<file path="src/rtl/i2cbx_pkg.sv">
package i2cbx_pkg;
   typedef enum logic [2:0] {
      BUS_IDLE,
      BUS_RX,
      BUS_ACK,
      BUS_TX,
      BUS_RACK
   } bus_st_e;

   typedef enum logic [1:0] {
      PH_ADDR,
      PH_INDEX,
      PH_LEN,
      PH_DATA
   } phase_e;
endpackage

</file>
<file path="src/rtl/i2cbx_sync.sv">
module i2cbx_sync #(
   parameter int STAGES = 2
) (
   input  logic clk,
   input  logic rst_n,
   input  logic scl_i,
   input  logic sda_i,
   output logic scl_s,
   output logic sda_s,
   output logic scl_rise,
   output logic scl_fall,
   output logic start_det,
   output logic stop_det
);
   logic [STAGES-1:0] scl_pipe, sda_pipe;
   logic scl_prev, sda_prev;

   generate
      if (STAGES < 2) begin : g_bad_stages
         $error("i2cbx_sync: STAGES must be at least 2");
      end
   endgenerate

   always_ff @(posedge clk or negedge rst_n) begin
      if (!rst_n) begin
         scl_pipe <= '1;
         sda_pipe <= '1;
         scl_prev <= 1'b1;
         sda_prev <= 1'b1;
      end else begin
         scl_pipe <= {scl_pipe[STAGES-2:0], scl_i};
         sda_pipe <= {sda_pipe[STAGES-2:0], sda_i};
         scl_prev <= scl_pipe[STAGES-1];
         sda_prev <= sda_pipe[STAGES-1];
      end
   end

   assign scl_s     = scl_pipe[STAGES-1];
   assign sda_s     = sda_pipe[STAGES-1];
   assign scl_rise  = scl_s & ~scl_prev;
   assign scl_fall  = ~scl_s & scl_prev;
   assign start_det = scl_s & scl_prev & sda_prev & ~sda_s;
   assign stop_det  = scl_s & scl_prev & ~sda_prev & sda_s;
endmodule

</file>
<file path="src/rtl/i2cbx_regs.sv">
module i2cbx_regs #(
   parameter int          NUM_REGS = 7,
   parameter int          ID_IDX   = 6,
   parameter logic [7:0]  ID_VALUE = 8'h01,
   parameter int          OE_W     = 4
) (
   input  logic            clk,
   input  logic            rst_n,
   input  logic            we,
   input  logic [7:0]      waddr,
   input  logic [7:0]      wdata,
   input  logic [7:0]      raddr,
   output logic [7:0]      rdata,
   output logic [OE_W-1:0] oe_o
);
   localparam logic [7:0] REG0_RST = 8'((1 << OE_W) - 1);

   logic [7:0] mem [NUM_REGS];

   for (genvar i = 0; i < NUM_REGS; i++) begin : g_reg
      if (i == ID_IDX) begin : g_const
         assign mem[i] = ID_VALUE;
      end else begin : g_store
         logic [7:0] q;
         always_ff @(posedge clk or negedge rst_n) begin
            if (!rst_n)
               q <= (i == 0) ? REG0_RST : 8'h00;
            else if (we && waddr == 8'(i))
               q <= wdata;
         end
         assign mem[i] = q;
      end
   end

   always_comb begin
      rdata = 8'h00;
      for (int i = 0; i < NUM_REGS; i++)
         if (raddr == 8'(i)) rdata = mem[i];
   end

   assign oe_o = mem[0][OE_W-1:0];
endmodule

</file>
<file path="src/rtl/i2cbx_engine.sv">
module i2cbx_engine
   import i2cbx_pkg::*;
#(
   parameter logic [6:0] DEV_ADDR = 7'b1101001,
   parameter int         NUM_REGS = 7
) (
   input  logic       clk,
   input  logic       rst_n,
   input  logic       sda_s,
   input  logic       scl_rise,
   input  logic       scl_fall,
   input  logic       start_det,
   input  logic       stop_det,
   output logic       we,
   output logic [7:0] waddr,
   output logic [7:0] wdata,
   output logic [7:0] raddr,
   input  logic [7:0] rdata,
   output logic       sda_pull_o
);
   localparam logic [8:0] NREG9 = 9'(NUM_REGS);

   bus_st_e    state;
   phase_e     phase;
   logic [3:0] bit_cnt;
   logic [7:0] rx_sh, tx_sh, ptr, remain;
   logic       rd_mode, first_tx, ack_ok, host_more;

   logic [7:0] byte_w, len_byte, tx_next;
   logic [8:0] len_diff;
   logic       accept, last_rise;

   always_comb begin
      byte_w    = {rx_sh[6:0], sda_s};
      last_rise = (state == BUS_RX) && scl_rise && (bit_cnt == 4'd7);
      unique case (phase)
         PH_ADDR: accept = (byte_w[7:1] == DEV_ADDR);
         PH_DATA: accept = (remain != 8'h00);
         default: accept = 1'b1;
      endcase
      len_diff = NREG9 - {1'b0, ptr};
      len_byte = ({1'b0, ptr} < NREG9) ? len_diff[7:0] : 8'h00;
      tx_next  = first_tx ? len_byte : rdata;
   end

   assign we    = last_rise && (phase == PH_DATA) && accept;
   assign waddr = ptr;
   assign wdata = byte_w;
   assign raddr = ptr;

   always_ff @(posedge clk or negedge rst_n) begin
      if (!rst_n) begin
         state      <= BUS_IDLE;
         phase      <= PH_ADDR;
         bit_cnt    <= 4'd0;
         rx_sh      <= 8'h00;
         tx_sh      <= 8'h00;
         ptr        <= 8'h00;
         remain     <= 8'h00;
         rd_mode    <= 1'b0;
         first_tx   <= 1'b0;
         ack_ok     <= 1'b0;
         host_more  <= 1'b0;
         sda_pull_o <= 1'b0;
      end else if (start_det) begin
         state      <= BUS_RX;
         phase      <= PH_ADDR;
         bit_cnt    <= 4'd0;
         rd_mode    <= 1'b0;
         sda_pull_o <= 1'b0;
      end else if (stop_det) begin
         state      <= BUS_IDLE;
         sda_pull_o <= 1'b0;
      end else begin
         unique case (state)
            BUS_RX: begin
               if (scl_rise) begin
                  rx_sh   <= byte_w;
                  bit_cnt <= bit_cnt + 4'd1;
                  if (last_rise) begin
                     ack_ok <= accept;
                     unique case (phase)
                        PH_ADDR: begin
                           rd_mode  <= byte_w[0];
                           first_tx <= 1'b1;
                           phase    <= PH_INDEX;
                        end
                        PH_INDEX: begin
                           ptr   <= byte_w;
                           phase <= PH_LEN;
                        end
                        PH_LEN: begin
                           remain <= byte_w;
                           phase  <= PH_DATA;
                        end
                        PH_DATA: begin
                           if (accept) begin
                              ptr    <= ptr + 8'd1;
                              remain <= remain - 8'd1;
                           end
                        end
                     endcase
                  end
               end else if (scl_fall && bit_cnt == 4'd8) begin
                  state      <= BUS_ACK;
                  sda_pull_o <= ack_ok;
               end
            end
            BUS_ACK: begin
               if (scl_fall) begin
                  if (!ack_ok) begin
                     state      <= BUS_IDLE;
                     sda_pull_o <= 1'b0;
                  end else if (rd_mode) begin
                     state      <= BUS_TX;
                     tx_sh      <= tx_next;
                     sda_pull_o <= ~tx_next[7];
                     bit_cnt    <= 4'd0;
                     first_tx   <= 1'b0;
                     if (!first_tx) ptr <= ptr + 8'd1;
                  end else begin
                     state      <= BUS_RX;
                     bit_cnt    <= 4'd0;
                     sda_pull_o <= 1'b0;
                  end
               end
            end
            BUS_TX: begin
               if (scl_rise) begin
                  bit_cnt <= bit_cnt + 4'd1;
               end else if (scl_fall) begin
                  if (bit_cnt == 4'd8) begin
                     state      <= BUS_RACK;
                     sda_pull_o <= 1'b0;
                  end else begin
                     tx_sh      <= {tx_sh[6:0], 1'b0};
                     sda_pull_o <= ~tx_sh[6];
                  end
               end
            end
            BUS_RACK: begin
               if (scl_rise) begin
                  host_more <= ~sda_s;
               end else if (scl_fall) begin
                  if (host_more) begin
                     state      <= BUS_TX;
                     tx_sh      <= tx_next;
                     sda_pull_o <= ~tx_next[7];
                     bit_cnt    <= 4'd0;
                     first_tx   <= 1'b0;
                     if (!first_tx) ptr <= ptr + 8'd1;
                  end else begin
                     state      <= BUS_IDLE;
                     sda_pull_o <= 1'b0;
                  end
               end
            end
            default: sda_pull_o <= 1'b0;
         endcase
      end
   end
endmodule

</file>
<file path="src/rtl/i2cbx_slave.sv">
module i2cbx_slave #(
   parameter logic [6:0] DEV_ADDR    = 7'b1101001,
   parameter int         NUM_REGS    = 7,
   parameter int         ID_IDX      = 6,
   parameter logic [7:0] ID_VALUE    = 8'h01,
   parameter int         OE_W        = 4,
   parameter int         SYNC_STAGES = 2
) (
   input  logic            clk,
   input  logic            rst_n,
   input  logic            scl_i,
   input  logic            sda_i,
   output logic            sda_pull_o,
   output logic [OE_W-1:0] clk_oe_o
);
   generate
      if (NUM_REGS < 2 || NUM_REGS > 255) begin : g_bad_nregs
         $error("i2cbx_slave: NUM_REGS out of range");
      end
      if (ID_IDX < 1 || ID_IDX >= NUM_REGS) begin : g_bad_id
         $error("i2cbx_slave: ID_IDX must name a register other than 0");
      end
      if (OE_W < 1 || OE_W > 8) begin : g_bad_oe
         $error("i2cbx_slave: OE_W must be 1..8");
      end
   endgenerate

   logic scl_s, sda_s, scl_rise, scl_fall, start_det, stop_det;
   logic we;
   logic [7:0] waddr, wdata, raddr, rdata;

   i2cbx_sync #(.STAGES(SYNC_STAGES)) u_sync (
      .clk(clk), .rst_n(rst_n), .scl_i(scl_i), .sda_i(sda_i),
      .scl_s(scl_s), .sda_s(sda_s), .scl_rise(scl_rise), .scl_fall(scl_fall),
      .start_det(start_det), .stop_det(stop_det)
   );

   i2cbx_engine #(.DEV_ADDR(DEV_ADDR), .NUM_REGS(NUM_REGS)) u_eng (
      .clk(clk), .rst_n(rst_n), .sda_s(sda_s), .scl_rise(scl_rise),
      .scl_fall(scl_fall), .start_det(start_det), .stop_det(stop_det),
      .we(we), .waddr(waddr), .wdata(wdata), .raddr(raddr), .rdata(rdata),
      .sda_pull_o(sda_pull_o)
   );

   i2cbx_regs #(.NUM_REGS(NUM_REGS), .ID_IDX(ID_IDX), .ID_VALUE(ID_VALUE),
                .OE_W(OE_W)) u_regs (
      .clk(clk), .rst_n(rst_n), .we(we), .waddr(waddr), .wdata(wdata),
      .raddr(raddr), .rdata(rdata), .oe_o(clk_oe_o)
   );
endmodule

</file>
<file path="config.mk">
export PLATFORM = sky130hd
export DESIGN_NAME = i2cbx_slave
export DESIGN_NICKNAME = d
export VERILOG_FILES = /design/src/rtl/i2cbx_pkg.sv /design/src/rtl/i2cbx_sync.sv /design/src/rtl/i2cbx_regs.sv /design/src/rtl/i2cbx_engine.sv /design/src/rtl/i2cbx_slave.sv
export SDC_FILE = /design/constraint.sdc
export NUM_CORES = 1
export LEC_CHECK = 0
export ABC_AREA = 1
export BUFFER_PORTS_ARGS = -buffer_cell sky130_fd_sc_hd__clkbuf_2
export CORE_ASPECT_RATIO = 1.5
export CORE_MARGIN = 2
export CORE_UTILIZATION = 43
export DETAILED_ROUTE_END_ITERATION = 12
export PLACE_DENSITY_LB_ADDON = 0.3
export SETUP_SLACK_MARGIN = 0.4
export SLEW_MARGIN = 20
export SYNTH_ARGS = -nofsm -noshare
export SYNTH_HDL_FRONTEND = slang
export SYNTH_SLANG_ARGS = --single-unit
</file>
<file path="constraint.sdc">
create_clock -name clk -period 2.7 [get_ports clk]
set_clock_uncertainty 0.1 [all_clocks]
set_input_delay 0.405 -clock clk [delete_from_list [all_inputs] [get_ports clk]]
set_output_delay 0.405 -clock clk [all_outputs]
set_load 0.02 [all_outputs]
</file>
# Word level (Yosys, flattened, before mapping)
# Index checks and enable logic that the tools add are counted.
# word_totals
input_bits	4
register_bits	98
output_inout_bits	5
word_cells	218
# classes
bitwise	15
reduce_logical	37
mux	93
magnitude_cmp	1
n_eq_ne	46
add_sub_neg	4
# ops
operator	count
8-bit 2-to-1 mux	20
7-bit 2-to-1 mux	9
3-bit 2-to-1 mux	11
4-bit 2-to-1 mux	8
8-bit one-hot mux with 2 select lines	2
1-bit 2-to-1 mux	28
8-bit by 3-bit equality test with 1-bit output, second input constant	3
8-bit one-hot mux with 3 select lines	1
12-bit AND reduction	2
7-bit one-hot mux with 3 select lines	1
2-bit by 1-bit inequality test with 1-bit output, second input constant	9
8-bit by 2-bit equality test with 1-bit output, second input constant	2
4-bit by 3-bit inequality test with 1-bit output, second input constant	4
4-bit inequality test, second input constant	4
3-bit by 2-bit inequality test with 1-bit output, second input constant	5
5-bit AND reduction	3
2-bit 2-to-1 mux	7
7-bit AND reduction	2
13-bit AND reduction	1
3-bit one-hot mux with 4 select lines	1
4-bit one-hot mux with 3 select lines	1
1-bit logical AND	11
2-bit inequality test, second input constant	5
2-bit nonzero test	5
32 further kinds	51

# Depth between registers and ports, before layout
# Gate-level depths: netlist of run 1.
# depth
word_depth	16
mapped_depth	16
ltp_nobuf	16

# By module
# A second synthesis of run 1 with hierarchy kept.
# unflattened
hier_cells	769
area_unflattened_um2	5754.3
# modules_own_cells
module	seq_area_each_um2	n_inst	area_per_inst_um2	cells_per_inst
i2cbx_engine	1101.1	1	3246.9	463
i2cbx_regs	1206.2	1	2308.5	289
i2cbx_sync	157.7	1	198.9	17

# Worst setup path after synthesis of run 1
# Ideal clock, no wire load.
# synth_path
kind	reg-to-reg
from	reg u_sync.sda_pipe[1]
to	reg u_eng.tx_sh[3]
setup_ns	0.122
t_arrival_ns	1.607
synth_period_minus_slack_ns	1.829
path_stages_with_launch	12
path_buffers	0
slack_ns	0.871
required_ns	2.478
cell_sequence	dfstp_2 > inv_2 > nand2_1 > nor2_2 > nor2_1 > nand2_1 > inv_1 > nand2_1 > nor2_2 > inv_2 > a21oi_1 > a21oi_1
# synth_via
elab_chain_cells	4
elab_cells_between_ends	6
classes_between	bitwise (5); reduce/logical (1)
# synth_lines
item	line_no	source
start, declared	i2cbx_sync.sv:15	logic [STAGES-1:0] scl_pipe, sda_pipe;
start signal, assigned	i2cbx_sync.sv:32	sda_pipe <= {sda_pipe[STAGES-2:0], sda_i};
1-bit NOT	i2cbx_sync.sv:42	assign start_det = scl_s & scl_prev & sda_prev & ~sda_s;
1-bit bitwise AND	i2cbx_sync.sv:42	
1-bit NOT (no source line)	-	
12-bit AND reduction (no source line) (*)	-	
end signal, assigned	i2cbx_engine.sv:116	tx_sh <= tx_next;
end signal, assigned	i2cbx_engine.sv:136	tx_sh <= {tx_sh[6:0], 1'b0};
end signal, assigned	i2cbx_engine.sv:147	tx_sh <= tx_next;
end, declared	i2cbx_engine.sv:26	logic [7:0] rx_sh, tx_sh, ptr, remain;
# Mark *: on every way between the ends. The rest lies on a longest branch, timed or not.
# A chain may end at the register's enable or synchronous reset.

# Worst setup path in the final report of run 1
# layout_path
from	reg u_eng.rx_sh[6]
to	reg u_regs.g_reg[1].g_store.q[2]
# layout_via
elab_chain_cells	4
# layout_lines
item	line_no	source
start, declared	i2cbx_engine.sv:26	
start signal, assigned	i2cbx_engine.sv:78	rx_sh <= byte_w;
7-bit equality test	i2cbx_engine.sv:37	PH_ADDR: accept = (byte_w[7:1] == DEV_ADDR);
1-bit one-hot mux with 2 select lines	i2cbx_engine.sv:36	unique case (phase)
1-bit logical AND	i2cbx_engine.sv:46	assign we = last_rise && (phase == PH_DATA) && accept;
1-bit logical AND	i2cbx_regs.sv:28	else if (we && waddr == 8'(i))
end signal, assigned	i2cbx_regs.sv:27	q <= (i == 0) ? REG0_RST : 8'h00;
end signal, assigned	i2cbx_regs.sv:29	q <= wdata;
end, declared	i2cbx_regs.sv:24	logic [7:0] q;
# No other way between the ends.

==> out/qor.csv, run 1 <==
metric,value,unit
crit_buf_inv,1,
cts_tree,yes,
cp-start-kind,register,
post_drt_wl_per_cell,14.8,um
grt_pass1_vias,4388,
async_reset_ff_share,100,%
leakage,2.84,nW
finalSetupViolations,0,
ys_types,38,
drv_cap,0,
p_sw,2.24,mW
crit_chain,inv_1 > nor3_1 > nand3_1 > nand2_1 > nand2_1 > nor2_4 > nand2_1 > nand2_1 > o21ai_0,
dieArea,13100,um2
antenna_cells,0,
cts_root_buffer,clkbuf_16,
highest_layer,met4,
grt_max_degree,76,
tightest_slew,661,ps
cp_max_fo,16,
cp_data_arrival_time,2300,ps
intPower,3.01,mW
crit_type,reg -> reg,
multi_input_area,2470,um2
vias,4478,
cts_buffer_depth,2,
max_slew_margin,55.4,%
yosysWarnings,0,
ioPinCount,9,
synth_top_area_cell,dfrtp_1,
nets,721,
crit_family,simple AND/OR/NAND/NOR gates,
n_fill_cell,1185,
powerDensity,900,nW/um2
muxShareOfSynthArea,0,%
p_sw_share,42.6,%
drc,0,
setup-tns-final,0,ps
synth_compound_area_share,14.4,%
fp-row-count,49,
viasPerCell,5.21,
drtIter0Drc,319,
dr.pass1.iters,5,
numCtsBuffers,9,
cpMaxStageDelayCell,dfrtp_1,
cp_num_cells,9,
dpl_cell_area,5440,um2
synth_area_leaders,"dfrtp_1, nand2_1, o21ai_0",
grt-ovfl-total,0,
p_comb_share,41.0,%
worst_hold_slack,34.9,ps
synth_most_common_cell,nand2_1,
endpoint_kind,register,
place_congestion,0.874,
antenna_found_initial,0,
initial_core_util,43.7,%
final_cell_area,5830,um2
die_h,139,um
avgSynthCellArea,7.65,um2
syn-cell-area,5230,um2
ff2ff_path_depth,9,
seqPwrFrac,35.4,%
seqCellArea,2460,um2
synth-simple-area-share,27.2,%
synth_edf_count,0,
status,completed,
clkPwrFrac,23.6,%
synth_fa_ha_area_share,3.59,%
hold_viol_final,0,
drive_above_1_share,11.2,%
rsz0062_at_grt,yes,
wl_met1,5.26,mm
fin_crit,2190,ps
clk_latency,350,ps
fin_crit_sh,81.0,%
ys_top_cells_by_count,"nand2_1, o21ai_0, dfrtp_1, inv_1, nor2_1",
synth_top_family_by_area,simple AND/OR/NAND/NOR gates,
cts.clk_slew.worst_paths,70,ps
hold_path.class,in -> reg,
wl,12.7,mm
synth_xor_area_share,1.17,%
port-buffer-count,8,
grt_pass1_wl,21.6,mm
route.met3.wl,303,um
grtUsageTotal,20.9,%
cts_sinks,98,
synth_top_flop_cell,dfrtp_1,
core,12000,um2
cp_common_cell,nand2_1,
ys_seq_area_share,47.2,%
ys_ff_latch,98,
dr_wl_met2,6.67,mm
ant_nets,0,
syn_nets,702,
fin_util,48.7,%
cp.required,2810,ps
synthCells,683,
syn2layout_area_growth,11.5,%
ir_worst_vdd,0.452,mV
die-width,94.0,um
power,5.25,mW
htreeDepth,3,
slowest_delay,370,ps
maxSlewViolCount,0,
min_path_cells,1,
hpwl,9.30,mm
fmax,457,MHz
synth.top_cell.area_share,42.1,%
## cells in the final DEF (no fill, tap or decap), drive strengths merged, types with 13 or more instances in the layout
cell,instances
ha,15
nand3,28
o21ai,103
a21oi,28
nor2,57
dfrtp,88
buf,13
nand2,229
inv,66
clkbuf,20
## per-stage QoR
step / worst slack [ps] / std cells
2_1_floorplan: 871 / 683
3_5_place_dp: 350 / 838
4_1_cts: 425 / 855
5_1_grt: 351 / 860
6_report: 514 / 860
3_3_place_gp: 380 / 838
## power by group through the flow
stage	combinational [mW]	clock, mW	sequential, mW
2_1_floorplan	1.47	0	1.83
3_3_place_gp	2.02	0	1.86
3_5_place_dp	2.06	0	1.87
4_1_cts	2.08	1.26	1.85
5_1_grt	2.46	1.33	1.88
6_report	2.15	1.24	1.86
## flip-flops by register name (all words and copies together) (netlist names)
register            cells
u_regs.g.g_store.q     48
u_eng.tx_sh             7
u_eng.remain            8
u_eng.rx_sh             7
u_eng.phase             2
u_sync.scl_pipe         2
u_eng.rd_mode           1
u_eng.raddr             8
u_eng.state             3
u_sync.sda_pipe         2
u_sync.scl_prev         1
u_eng.first_tx          1
u_eng.bit_cnt           4
u_eng.host_more         1
u_eng.sda_pull_o        1
u_sync.sda_prev         1
u_eng.ack_ok            1
## per-layer routing
metal | GRT usage [%] | up-vias
met4 | 9.99 | 0
met2 | 35.8 | 80
met1 | 25.3 | 2127
met5 | 0 | -
met3 | 2.99 | 32
li1 | - | 2239
## what timing repair did
item / 4_1_cts / 5_1_grt
endpoints found under the setup margin: 7 / 66
resized for setup: 2 / 13
gates cloned: 0 / 1
hold buffers: 1 / 0
buffers inserted: 0 / 4
endpoints found under the hold margin: 23 / 0
pin swaps: 0 / 1
## area by class of cell
class	count	share of cell area (%)
repair buffers	21	2.66
inverters	67	4.42
clock inverters	3	0.429
repair inverters	1	0.0859
well taps	153	3.28
flip-flops and latches	98	42.3
clock buffers	13	4.47
multi-input cells	504	42.4
## kinds of logic after synthesis
logic type               count (synthesis)
AO/OA/AOI/OAI                          144
flip-flops                              98
XOR/XNOR                                 7
AND/OR/NAND/NOR                        338
adder cells (fa/ha/maj)                 15
buffers and inverters                   81
## worst paths after layout
check / start / to / slack, ps
hold / removal: scl_i / u_sync.scl_pipe[0]$_DFF_PN1_ / 30
min in group asynchronous: rst_n / u_eng.raddr[3]$_DFFE_PN0P_ / 400
hold reg to reg: u_sync.sda_pipe[0]$_DFF_PN1_ / u_sync.sda_pipe[1]$_DFF_PN1_ / 260
setup reg to reg: u_eng.rx_sh[6]$_DFFE_PN0P_ / u_regs.g_reg[1].g_store.q[2]$_DFFE_PN0P_ / 510
setup / recovery: u_eng.rx_sh[6]$_DFFE_PN0P_ / u_regs.g_reg[1].g_store.q[2]$_DFFE_PN0P_ / 510
max in group asynchronous: rst_n / u_sync.scl_prev$_DFF_PN1_ / 1360
(Power assumes the default switching activity.)
==> run 2: changes to the inputs <==
- clock period: 2.7 -> 2.2 ns (I/O delays scaled with it)
==> run 2 against run 1 <==
Effect of this change: sequential power increased by 24%; worst hold slack improved by 220 ps; routed wire length increased by 25%; setup slack worse by 360 ps; combinational power up 100%; critical path type unchanged; sequential share of layout area shrank 9.5 points; highest routed layer unchanged; largest cell class unchanged.
==> out/qor.csv, run 2 (synthesis results as in run 1) <==
metric,value,unit
ioPinCount,9,
grt_pass1_wl,24.2,mm
max_slew_margin,62.8,%
clk_latency,350,ps
layout_commonest_cell,nand2_1,
critPathLaunch,u_eng.raddr[0]$_DFFE_PN0P_,
nets,811,
die-width,94.0,um
hold_path.class,reg -> reg,
ff2ff_path_depth,13,
regMostFlops,u_regs.g.g_store.q,
grt_pass1_vias,4926,
dieArea,13100,um2
tightest_slew,558,ps
reg2reg_from,u_eng.raddr[0]$_DFFE_PN0P_,
syn2layout_area_growth,44.2,%
ff2ff_setup_slack,160,ps
fin_crit,2040,ps
core,12000,um2
endpoint_kind,register,
numCtsBuffers,9,
min_path_cells,0,
n_fill_cell,926,
dpl_cell_area,5650,um2
leakage,3.45,nW
fin_crit_sh,92.9,%
grt_max_degree,41,
drc,0,
ant_nets,0,
ir_worst_vdd,0.512,mV
fmax,489,MHz
largest_reg_flops,48,
final_cell_area,7540,um2
hpwl,9.61,mm
grt.busiest_layer,met2,
cts.clk_slew.worst_paths,70,ps
cts_tree,yes,
post_drt_wl_per_cell,16.7,um
cp.required,2340,ps
place_congestion,0.976,
vias,5158,
fp-row-count,49,
die_h,139,um
drive_above_1_share,43.0,%
mostFrequentLayoutCells,"nand2_1, dfrtp_1, buf_4",
drv_cap,0,
antenna_cells,0,
worst_hold_slack,259,ps
grtUsageMet1,26.5,%
rsz0062_at_grt,yes,
powerDensity,1100,nW/um2
wl,15.9,mm
seqCellArea,2470,um2
viasPerCell,5.43,
crit_type,reg -> reg,
cts_sinks,98,
drtIter0Drc,269,
worstHoldEndpoint,u_sync.scl_pipe[1]$_DFF_PN1_,
htreeDepth,3,
hold_viol_final,0,
cp_data_arrival_time,2180,ps
status,completed,
globalRouteMet3Util,3.10,%
port-buffer-count,8,
maxSlewViolCount,0,
antenna_found_initial,0,
initial_core_util,43.7,%
grtUsageTotal,23.5,%
multi_input_area,3290,um2
setup-tns-final,0,ps
cts_buffer_depth,2,
finalSetupViolations,0,
grt-ovfl-total,0,
cts_root_buffer,clkbuf_16,
hold_start,u_sync.scl_pipe[0]$_DFF_PN1_,
timing.rr.end,u_eng.tx_sh[5]$_DFFE_PN0P_,
cp_max_fo,6,
use_met2,42.1,%
cp-start-kind,register,
dr.pass1.iters,5,
[run 2: where the power goes]
group / leakage, nW / internal [mW] / total, mW / switching (mW)
registers: 1.29 / 2.06 / 2.30 / 0.246
logic: 2.00 / 1.71 / 4.33 / 2.62
clock network: 0.149 / 0.906 / 1.67 / 0.768
[run 2: cell type report]
cell class | instances | area share [%]
multi-input cells | 505 | 43.7
flip-flops and latches | 98 | 32.8
repair buffers | 109 | 13.1
inverters | 67 | 3.53
clock buffers | 9 | 2.99
well taps | 153 | 2.54
clock inverters | 7 | 1.11
repair inverters | 2 | 0.199
[run 2: stage by stage]
stage          power [mW]  util [%]  cells  setup WS [ps]
6_report             8.30      63.1    950            157
2_1_floorplan        4.08         -    683            396
5_1_grt              8.81      63.1    950           39.5
3_3_place_gp         4.95      47.2    863           91.7
4_1_cts              7.42      56.5    926            261
3_5_place_dp         4.98      47.2    863           68.1
[run 2: critical path: stages (launching register included)]
cell and delay [ps]:
dfrtp_1 410, buf_4 130, ha_2 190, nand2_1 100
nor2_2 190, inv_2 100, nand3_1 120, nand2_1 60
o211ai_1 130, nand3_1 140, nand2_1 100, nand2_2 60
nand2_1 50, nand2_1 50
[run 2: what timing repair did]
item | in CTS | in global routing
hold endpoints to repair | 35 | 0
hold buffers | 3 | 0
setup endpoints to repair | 82 | 82
buffers inserted | 36 | 23
cloned | 8 | 1
resized for setup | 165 | 197
pin swaps | 28 | 43
[run 2: worst max-delay path by stage]
| stage | to | cells past startpoint |
|---|---|---|
| 2_1_floorplan | u_eng.tx_sh[6]$_DFFE_PN0P_ | 11 |
| 3_3_place_gp | u_eng.state[1]$_DFFE_PN0P_ | 11 |
| 3_5_place_dp | u_eng.raddr[5]$_DFFE_PN0P_ | 10 |
| 4_1_cts | u_eng.tx_sh[5]$_DFFE_PN0P_ | 10 |
| 5_1_grt | u_eng.tx_sh[3]$_DFFE_PN0P_ | 13 |
| 6_report | u_eng.tx_sh[5]$_DFFE_PN0P_ | 13 |
[run 2: routing by layer]
layer / wire length (um) / share of wire (%)
met2: 8660 / 54
met3: 563 / 3.5
met5: 0 / 0
met4: 977 / 6.1
met1: 5710 / 36
==> run 3: changes to the inputs <==
- ABC_AREA: 1 -> default
==> run 3 against run 2 <==
Effect of this change: the run now ends with negative setup slack left; flip-flop and latch count unchanged; sequential share of layout area decreased by 1.2 points; largest power group unchanged; highest routed layer unchanged; utilization decreased by 2.5 points.
==> out/qor.csv, run 3 <==
metric,value,unit
cp-start-kind,register,
cpMaxStageDelayCell,or3b_4,
powerDensity,1080,nW/um2
worst_slack,-80.4,ps
largest_reg_flops,48,
seqCellArea,2470,um2
drc,0,
grt_pass1_vias,5220,
cp_common_cell,buf_6,
drv_cap,0,
worst_hold_slack,257,ps
ioPinCount,9,
grt_pass1_wl,26.9,mm
die-width,97.4,um
synthCells,568,
hold_viol_final,0,
regMostFlops,u_regs.g.g_store.q,
violations,negative setup slack,
final_cell_area,7810,um2
n_fill_cell,1014,
synth_top_flop_cell,dfrtp_1,
grtUsageTotal,24.3,%
ys_types,71,
dieArea,14000,um2
core,12900,um2
synth_area_leaders,"dfrtp_1, mux2_2, dfstp_2",
grt_max_degree,42,
ant_nets,0,
cp_num_cells,7,
crit_type,reg -> reg,
post_drt_wl_per_cell,20.3,um
fin_crit,2280,ps
fin_util,60.6,%
cts.clk_slew.worst_paths,80,ps
syn-cell-area,5630,um2
syn2layout_area_growth,38.7,%
vias,4984,
ff2ff_path_depth,7,
port-buffer-count,8,
status,finished with violations,
slowest_delay,420,ps
fp-row-count,51,
cp_data_arrival_time,2430,ps
antenna_found_initial,0,
power,8.43,mW
synth_top_area_cell,dfrtp_1,
cp.required,2350,ps
leakage,3.44,nW
synth.top_cell.area_share,39.1,%
nets,691,
fmax,439,MHz
layout_commonest_cell,buf_4,
async_reset_ff_share,100,%
timing.rr.end,u_eng.raddr[1]$_DFFE_PN0P_,
numCtsBuffers,9,
reg2reg_from,u_eng.state[2]$_DFFE_PN0P_,
dr.pass1.iters,8,
max_slew_margin,60.0,%
critPathLaunch,u_eng.state[2]$_DFFE_PN0P_,
tightest_slew,600,ps
clk_latency,350,ps
antenna_cells,0,
htreeDepth,3,
ys_top_cells_by_count,"dfrtp_1, mux2_2, nand2_1, o21ai_0",
synth_edf_count,0,
avgSynthCellArea,9.91,um2
initial_core_util,43.7,%
wl,17.0,mm
viasPerCell,5.96,
fin_crit_sh,104,%
crit_chain,or3b_4 > nor3_2 > o21ai_1 > buf_6 > nor3_4 > buf_6 > mux2i_2,
cts_root_buffer,clkbuf_16,
ir_worst_vdd,0.599,mV
ys_ff_latch,98,
cp_max_fo,9,
mostFrequentLayoutCells,"buf_4, dfrtp_1, mux2_2",
yosysWarnings,0,
multi_input_area,3560,um2
crit_family,simple AND/OR/NAND/NOR gates,
cts_tree,yes,
setup-tns-final,-1150,ps
grt-ovfl-total,0,
finalSetupViolations,40,
cts_buffer_depth,2,
ff2ff_setup_slack,-80,ps
endpoint_kind,register,
crit_buf_inv,2,
rsz0062_at_grt,yes,
cts_sinks,98,
drive_above_1_share,48.3,%
synth_most_common_cell,dfrtp_1,
hpwl,11.6,mm
dpl_cell_area,6560,um2
maxSlewViolCount,0,
die_h,144,um
syn_nets,587,
hold_path.class,reg -> reg,
critPathCapture,u_eng.raddr[1]$_DFFE_PN0P_,
drtIter0Drc,425,
place_congestion,0.949,
ys_seq_area_share,43.8,%
-- run 3: cell types whose count changed after synthesis, moves of 9 or more --
cell and change:
nand2_1 -189, mux2i_1 +10, nor3_1 +10, nor2b_1 +10, mux2_2 +52, o21ai_0 -64, inv_1 -34, nor2_1 -15
clkbuf_1 +24, nand2b_1 +9, nand3_1 -9
-- run 3: logic make-up (layout without fill, tap and decap cells) --
group / count (synthesis) / after routing / synth area share (%)
simple gates: 186 / 187 / 19.2
compound gates: 138 / 138 / 16.2
flops: 98 / 98 / 43.8
buf+inv: 66 / 174 / 4.76
mux: 62 / 62 / 12.2
fa+ha+maj: 15 / 15 / 3.33
xor+xnor: 3 / 3 / 0.467
-- run 3: final cells by class --
| type | instances | share of cell area (%) |
|---|---|---|
| timing repair buffer | 131 | 15.1 |
| sequential | 98 | 31.6 |
| tap | 159 | 2.55 |
| multi-input combinational | 405 | 45.6 |
| inverter | 27 | 1.47 |
| clock inverter | 7 | 0.737 |
| clock buffer | 9 | 2.89 |
-- run 3: how the worst min path moves through the flow --
stage | start | end | slack (ps) | cells after the start
floorplan | rst_n | u_eng.ack_ok$_DFFE_PN0P_ | -70 | 0
global placement | u_sync.sda_pipe[0]$_DFF_PN1_ | u_sync.sda_pipe[1]$_DFF_PN1_ | 250 | 0
detailed placement | u_sync.sda_pipe[0]$_DFF_PN1_ | u_sync.sda_pipe[1]$_DFF_PN1_ | 250 | 0
CTS | u_sync.sda_pipe[0]$_DFF_PN1_ | u_sync.sda_pipe[1]$_DFF_PN1_ | 260 | 0
global route | u_sync.sda_pipe[0]$_DFF_PN1_ | u_sync.sda_pipe[1]$_DFF_PN1_ | 260 | 0
finish | u_sync.sda_pipe[0]$_DFF_PN1_ | u_sync.sda_pipe[1]$_DFF_PN1_ | 260 | 0
-- run 3: report_power, final --
| group | switching (mW) | internal, mW | total, mW |
|---|---|---|---|
| combinational | 2.44 | 2.17 | 4.61 |
| sequential | 0.285 | 2.02 | 2.30 |
| clock | 0.740 | 0.786 | 1.53 |
| total | 3.46 | 4.97 | 8.43 |
-- run 3: stage by stage --
step	setup slack [ps]	std cells
2_1_floorplan	-428	568
3_3_place_gp	-117	787
3_5_place_dp	-205	787
4_1_cts	-50.6	829
5_1_grt	-144	836
6_report	-80.4	836
-- run 3: layer usage --
metal	share of wire (%)	GRT usage [%]	vias to the layer above	wire, um
li1	-	-	2286	-
met1	38	27.3	2491	6450
met2	53	43.6	147	8990
met3	3.6	4.25	60	606
met4	5.7	13.3	0	969
met5	0	0	-	0
-- run 3: timing repair --
action,4_1_cts,5_1_grt
endpoints found under the hold margin,35,0
pin swaps,44,23
endpoints found under the setup margin,87,88
hold buffers,3,0
setup buffers,22,6
cloned,1,1
gates resized for setup,123,42
